[src/rtl/bank_map_pkg.sv]
package bank_map_pkg;
  localparam int unsigned NUM_BANKS = 3;

  typedef enum logic [1:0] {
    TGT_ROM   = 2'd0,
    TGT_BANK0 = 2'd1,
    TGT_BANK1 = 2'd2,
    TGT_BANK2 = 2'd3
  } target_e;
endpackage

[src/rtl/bank_latch_regs.sv]
module bank_latch_regs #(
  parameter int unsigned IO_ADDR_W = 8,
  parameter logic [IO_ADDR_W-1:0] PORT_B01 = 'h02,
  parameter logic [IO_ADDR_W-1:0] PORT_B2  = 'h03
) (
  input  logic                 clk_i,
  input  logic                 rst_ni,
  input  logic                 io_wr_i,
  input  logic [IO_ADDR_W-1:0] io_addr_i,
  input  logic                 sel_bit_i,
  output logic                 bank01_o,
  output logic                 bank2_o
);
  logic wr_q;
  logic wr_rise;

  assign wr_rise = io_wr_i & ~wr_q;

  always_ff @(posedge clk_i or negedge rst_ni) begin
    if (!rst_ni) begin
      wr_q     <= 1'b0;
      bank01_o <= 1'b0;
      bank2_o  <= 1'b0;
    end else begin
      wr_q <= io_wr_i;
      if (wr_rise && io_addr_i == PORT_B01) bank01_o <= sel_bit_i;
      if (wr_rise && io_addr_i == PORT_B2)  bank2_o  <= sel_bit_i;
    end
  end
endmodule

[src/rtl/addr_window_decode.sv]
module addr_window_decode #(
  parameter int unsigned ADDR_W       = 16,
  parameter int unsigned ROM_TOP_BITS = 4,
  parameter int unsigned COMMON_BYTES = 64
) (
  input  logic [ADDR_W-1:0] addr_i,
  output logic              rom_zone_o,
  output logic              common_hit_o
);
  localparam int unsigned COMMON_LSB = $clog2(COMMON_BYTES);

  // ROM window: all top address bits zero
  assign rom_zone_o   = ~|addr_i[ADDR_W-1:ADDR_W-ROM_TOP_BITS];
  // common window: all bits above the window offset set
  assign common_hit_o = &addr_i[ADDR_W-1:COMMON_LSB];
endmodule

[src/rtl/cs_select.sv]
module cs_select
  import bank_map_pkg::*;
(
  input  logic                 mreq_i,
  input  logic                 rom_zone_i,
  input  logic                 common_hit_i,
  input  logic                 bank01_i,
  input  logic                 bank2_i,
  output logic                 rom_cs_o,
  output logic [NUM_BANKS-1:0] dram_cs_o
);
  target_e tgt;

  always_comb begin
    if (common_hit_i)                 tgt = TGT_BANK2;
    else if (rom_zone_i && !bank2_i)  tgt = TGT_ROM;
    else if (bank2_i)                 tgt = TGT_BANK2;
    else if (bank01_i)                tgt = TGT_BANK1;
    else                              tgt = TGT_BANK0;
  end

  assign rom_cs_o = mreq_i && (tgt == TGT_ROM);

  for (genvar k = 0; k < NUM_BANKS; k++) begin : g_bank_cs
    localparam target_e BANK_TGT = target_e'(k + 1);
    assign dram_cs_o[k] = mreq_i && (tgt == BANK_TGT);
  end
endmodule

[src/rtl/bank_mapper.sv]
module bank_mapper
  import bank_map_pkg::*;
#(
  parameter int unsigned ADDR_W       = 16,
  parameter int unsigned DATA_W       = 8,
  parameter int unsigned IO_ADDR_W    = 8,
  parameter int unsigned ROM_TOP_BITS = 4,
  parameter int unsigned COMMON_BYTES = 64,
  parameter logic [IO_ADDR_W-1:0] PORT_B01 = 'h02,
  parameter logic [IO_ADDR_W-1:0] PORT_B2  = 'h03
) (
  input  logic                 clk_i,
  input  logic                 rst_ni,
  input  logic [ADDR_W-1:0]    addr_i,
  input  logic [DATA_W-1:0]    data_i,
  input  logic                 mreq_i,
  input  logic                 io_wr_i,
  output logic                 rom_cs_o,
  output logic [NUM_BANKS-1:0] dram_cs_o
);
  logic bank01_q;
  logic bank2_q;
  logic rom_zone;
  logic common_hit;
  logic unused_data;

  assign unused_data = ^data_i[DATA_W-1:1];

  bank_latch_regs #(
    .IO_ADDR_W (IO_ADDR_W),
    .PORT_B01  (PORT_B01),
    .PORT_B2   (PORT_B2)
  ) u_regs (
    .clk_i     (clk_i),
    .rst_ni    (rst_ni),
    .io_wr_i   (io_wr_i),
    .io_addr_i (addr_i[IO_ADDR_W-1:0]),
    .sel_bit_i (data_i[0]),
    .bank01_o  (bank01_q),
    .bank2_o   (bank2_q)
  );

  addr_window_decode #(
    .ADDR_W       (ADDR_W),
    .ROM_TOP_BITS (ROM_TOP_BITS),
    .COMMON_BYTES (COMMON_BYTES)
  ) u_win (
    .addr_i       (addr_i),
    .rom_zone_o   (rom_zone),
    .common_hit_o (common_hit)
  );

  cs_select u_sel (
    .mreq_i       (mreq_i),
    .rom_zone_i   (rom_zone),
    .common_hit_i (common_hit),
    .bank01_i     (bank01_q),
    .bank2_i      (bank2_q),
    .rom_cs_o     (rom_cs_o),
    .dram_cs_o    (dram_cs_o)
  );
endmodule

[config.mk]
export PLATFORM = sky130hd
export DESIGN_NAME = bank_mapper
export DESIGN_NICKNAME = d
export VERILOG_FILES = /design/src/rtl/bank_map_pkg.sv /design/src/rtl/bank_latch_regs.sv /design/src/rtl/addr_window_decode.sv /design/src/rtl/cs_select.sv /design/src/rtl/bank_mapper.sv
export SDC_FILE = /design/constraint.sdc
export NUM_CORES = 1
export LEC_CHECK = 0
export ABC_CLOCK_PERIOD_IN_PS = 1920
export BUFFER_PORTS_ARGS = -buffer_cell sky130_fd_sc_hd__buf_2
export CAP_MARGIN = 20
export CORE_AREA = 2 2 39 41
export CTS_CLUSTER_DIAMETER = 30
export DETAILED_ROUTE_END_ITERATION = 7
export DIE_AREA = 0 0 41 43
export PLACE_DENSITY = 0.49
export SLEW_MARGIN = 20
export SYNTH_ARGS = -nofsm -noshare
export SYNTH_HDL_FRONTEND = slang
export SYNTH_HIERARCHICAL = 1
export SYNTH_SLANG_ARGS = --single-unit
export TNS_END_PERCENT = 20
[constraint.sdc]
create_clock -name clk_i -period 1.92 [get_ports clk_i]
set_input_delay 0.096 -clock clk_i [delete_from_list [all_inputs] [get_ports clk_i]]
set_output_delay 0.096 -clock clk_i [all_outputs]
set_load 0.05 [all_outputs]
After elaboration in Yosys (flattened, before gate mapping):

Cells that the tools add are included.

* equality and inequality tests: 5
* reduce and logical (&&, ||, !) cells: 12
* bitwise operators: 2
* multiplexer cells: 4

Operator list (count)
* $eq A8 B2 Y1 const B: 2
* $reduce_and A10 Y1: 1
* $mux W2: 4
* $logic_and A1 B1 Y1: 7
* $eq A2 B2 Y1 const B: 2
* $reduce_or A4 Y1: 1
* $eq A2 B1 Y1 const B: 1
* $logic_not A1 Y1: 2
* $logic_not A2 Y1: 1
* $and A1 B1 Y1: 1
* $not A1 Y1: 1

* logic and storage cells: 26
* input bits: 28
* output and inout bits: 4
* register bits: 3

Depth between registers and ports, before layout:

* depth after elaboration: 7
* depth in mapped cells: 4
* depth with buffers taken out: 4

By module:

The synthesis kept the hierarchy.

By module, submodules not included
* bank_latch_regs: cells an instance 9, area each 148.9 um^2, seq. area each 75.1 um^2, instances 1
* cs_select: cells an instance 5, area each 41.3 um^2, seq. area each 0.0 um^2, instances 1
* addr_window_decode: cells an instance 5, area each 38.8 um^2, seq. area each 0.0 um^2, instances 1

Worst setup path before layout:

No wires, ideal clock.

* path type: input port to output port
* start: input port addr_i[10]
* end: output port dram_cs_o[2]
* arrival: 1.129 ns
* data required time: 1.824 ns
* path buffers: 0
* setup slack: 0.695 ns
* cell stages on the path: 4
* path through: nand4_1 > nor3_2 > nor2_2 > nor2b_1

* word-level cells in the longest chain between the ends: 4

Ends and longest elaborated chain
* from (decl): RTL line bank_mapper.sv:14 `input logic [ADDR_W-1:0] addr_i,`
* $reduce_and A10 Y1: RTL line addr_window_decode.sv:15 `assign common_hit_o = &addr_i[ADDR_W-1:COMMON_LSB];`
* via common_hit: RTL line bank_mapper.sv:24 `logic common_hit;`
* $mux W2: RTL line cs_select.sv:15 `if (common_hit_i) tgt = TGT_BANK2;`
* $eq A2 B2 Y1: RTL line cs_select.sv:26 `assign dram_cs_o[k] = mreq_i && (tgt == BANK_TGT);`
* $logic_and A1 B1 Y1: RTL line cs_select.sv:26
* to (decl): RTL line bank_mapper.sv:19 `output logic [NUM_BANKS-1:0] dram_cs_o`

The timed path passes the listed nets, and every way through them passes these cells.

Worst setup path in the final report:

* start: register u_regs.bank2_o
* end: output port dram_cs_o[1]

* word-level cells in the longest chain between the ends: 6
* elaborated cells between the ends (all ways): 7
* those cells by class: eq/ne: 1; mux: 3; reduce/logical: 3

Ends and longest elaborated chain
* from (decl): RTL line bank_latch_regs.sv:12 `output logic bank2_o`
* from (signal assigned): RTL line bank_latch_regs.sv:27 `if (wr_rise && io_addr_i == PORT_B2) bank2_o <= sel_bit_i;`
* $logic_not A1 Y1: RTL line cs_select.sv:16 `else if (rom_zone_i && !bank2_i) tgt = TGT_ROM;`
* $logic_and A1 B1 Y1: RTL line cs_select.sv:16
* $mux W2 (*): RTL line cs_select.sv:16
* $mux W2 (*): RTL line cs_select.sv:15
* $eq A2 B2 Y1 (*): RTL line cs_select.sv:26
* $logic_and A1 B1 Y1 (*): RTL line cs_select.sv:26

Mark *: on every way between the ends. The rest lies on a longest branch, timed or not.

==> metrics.md <==
| Metric | Value |
|---|---|
| R2R Setup Slk | `between 0.6 and 0.7 ns` |
| Area after DPL | `369.1 um^2` |
| Die Wd | `~41 um` |
| WL per Instance | `~11 um` |
| Chip height | `around 43 um` |
| P&R area growth vs syn | `81.42%` |
| Fin. Hold Viols | `0` |
| Core Area | `about 0.0014 mm^2` |
| Resized cells post-CTS | `0` |
| Clock buffer count from CTS | `3` |
| Reg clk slew, reported paths | `roughly 0.04 ns` |
| Cells after Synth | `19` |
| CP max stage cell | `dfrtp_1` |
| Initial antenna violation count | `0` |
| Final ANT Viol Nets | `0` |
| CP cell instances | `nor2_2 > and4b_1 > buf_2` |
| Worst setup EP type | `output port` |
| CP peak stage delay | `roughly 0.38 ns` |
| Via Count | `about 280` |
| Htree depth | `1` |
| First-pass GRT wire length | `993 um` |
| Final Instance Count excl. Fillers | `65` |
| Synth warn | `6` |
| # Post-CTS Setup Buffers | `0` |
| Routability Congestion | `between 0.5 and 0.6` |
| Leak Pwr | `between 0.2 and 0.25 nW` |
| Yosys reg bits | `3` |
| Final min period | `around 1.3 ns` |
| Total gr overflow | `0` |
| Power density over cell area | `between 500 and 600 mW/mm^2` |
| Leading cell types in the layout, fill and taps excluded | `24 x buf_2, 3 x clkbuf_4, 3 x nand4_1, 3 x dfrtp_1` |
| Period utilisation layout | `0.6770` |
| Clk sink count | `3` |
| Slew margin rel. | `0.7781` |
| WS Path Type | `register to output port` |
| Fmax | `769.3 MHz` |
| Max FO, Critical Path | `4` |
| Setup_tns | `0 ns` |
| Overall global routing resource usage | `0.08753` |
| Via density | `between 4 and 5` |
| Post-Syn Nets | `47` |
| DRC errors left | `0` |
| Status | `finished clean` |
| DRT iter0 DRCs | `2` |
| Syn Area/Cell | `between 10 and 15 um^2` |
| Max VDD drop | `approximately 220 uV` |
| Port Buf Inserts | `24` |
| Final WL | `about 700 um` |
| # IOs | `32` |
| TritonCTS clock tree | `built` |
| Arr. time, crit path | `1.20 ns` |
| Slew Limit Fails | `0` |
| Max Cap Viol | `0` |
| Clock Latency Late Sink | `between 0.2 and 0.25 ns` |
| Pin count of the biggest net entering global routing | `5` |
| Worst path required time | `1.82 ns` |
| Total inserted antenna cells | `0` |
| Initial Util | `0.1655` |
| RSZ-0062 raised after global routing | `false` |
| Clk_skew | `0.004400 ns` |
| Final setup vio count | `0` |
| Placed Cells | `59` |
| Number of core rows | `14` |
| CTS max path bufs | `2` |
| Router iterations before antenna repair | `2` |
| Distinct cells, synth | `13` |
| Die area | `0.001763 mm^2` |
| Root Driver | `clkbuf_4` |
| Synthesized area | `229.0 um^2` |
| Hold-fix buffers, CTS | `2` |
| Post-synthesis sequential area ratio | `0.3279` |
| Number of global-route vias before repair | `272` |
| Layout cells sized above 1 | `0.6531` |
| Final instance area | `415.4 um^2` |
| Most common cell after layout, fill and taps aside | `buf_2` |
| Slew at the pin with the worst max-slew slack | `around 0.33 ns` |
| Min-delay worst type | `input pin to register` |
| # nets final | `78` |
| Crit path launch type | `register` |
==> routing by layer <==
layer	part of all wire	track usage	up-vias	routed length (um)
met3	0.18	0.01571	0	126
li1	-	-	139	-
met2	0.45	0.1563	25	316
met4	0	0.06000	0	0
met1	0.37	0.08091	120	258
met5	0	0	-	0
==> critical path: cells and delay by family, from the launching register on <==
family / cells / cell delay [ns]
buf+inv: 1 / 0.26
simple gates: 2 / 0.33
flops: 1 / 0.38
==> flip-flops by register name, summed over array words and instances (netlist names) <==
register,flops
u_regs/bank01_o,1
u_regs/bank2_o,1
u_regs/wr_q,1
==> stage by stage <==
| step | utilization | power, mW | setup slack [ns] | hold slack, ns |
|---|---|---|---|---|
| 5_1_grt | 0.3002 | 0.2470 | 0.5343 | 0.1014 |
| 4_1_cts | 0.3002 | 0.2362 | 0.5948 | 0.08440 |
| 6_report | 0.3002 | 0.2273 | 0.6201 | 0.09132 |
| 3_3_place_gp | 0.2667 | 0.1154 | 0.6661 | -0.1006 |
| 3_5_place_dp | 0.2667 | 0.1162 | 0.6600 | -0.1015 |
| 2_1_floorplan | - | 0.08738 | 0.6953 | -0.1996 |
==> final cells by class <==
class	instances	area, um^2
fill	152	968.4
multi-input combinational	16	153.9
timing repair buffer	26	140.1
sequential	3	75.07
clock buffer	4	26.28
tap	16	20.02
==> logic make-up after synthesis <==
group,Yosys count,synth area share
muxes,2,0.09835
DFF,3,0.3279
and+or+nand+nor,14,0.5738
==> synthesized netlist by cell type <==
| cell type | count | share of area |
|---|---|---|
| mux2_1 | 2 | 0.098 |
| nand4_1 | 3 | 0.082 |
| nor2b_1 | 1 | 0.027 |
| nand2_1 | 1 | 0.016 |
| nand4b_1 | 1 | 0.038 |
| and3_1 | 1 | 0.027 |
| and4bb_1 | 1 | 0.055 |
| and4b_1 | 1 | 0.044 |
| nor4_2 | 2 | 0.11 |
| nor3_2 | 1 | 0.044 |
| dfrtp_1 | 3 | 0.33 |
| nor2_2 | 1 | 0.027 |
| nor4b_4 | 1 | 0.10 |
==> where the power goes <==
part           internal, mW  switching, mW  total [mW]
Clock                0.0778         0.0317       0.110
Sequential           0.0658        0.00160      0.0674
Combinational        0.0251         0.0252      0.0503
Total                 0.169         0.0585       0.227
==> path summary, 6_finish.rpt <==
kind,from,endpoint,cells past startpoint
setup / recovery,u_regs/bank2_o$_DFFE_PN0P_,dram_cs_o[1],3
hold / removal,data_i[0],u_regs/bank2_o$_DFFE_PN0P_,2
setup reg to reg,u_regs/wr_q$_DFF_PN0_,u_regs/bank01_o$_DFFE_PN0P_,3
hold reg to reg,u_regs/bank01_o$_DFFE_PN0P_,u_regs/bank01_o$_DFFE_PN0P_,1
max in group asynchronous,rst_ni,u_regs/bank01_o$_DFFE_PN0P_,2
min in group asynchronous,rst_ni,u_regs/wr_q$_DFF_PN0_,2
Power figures use the tool's default switching activity.
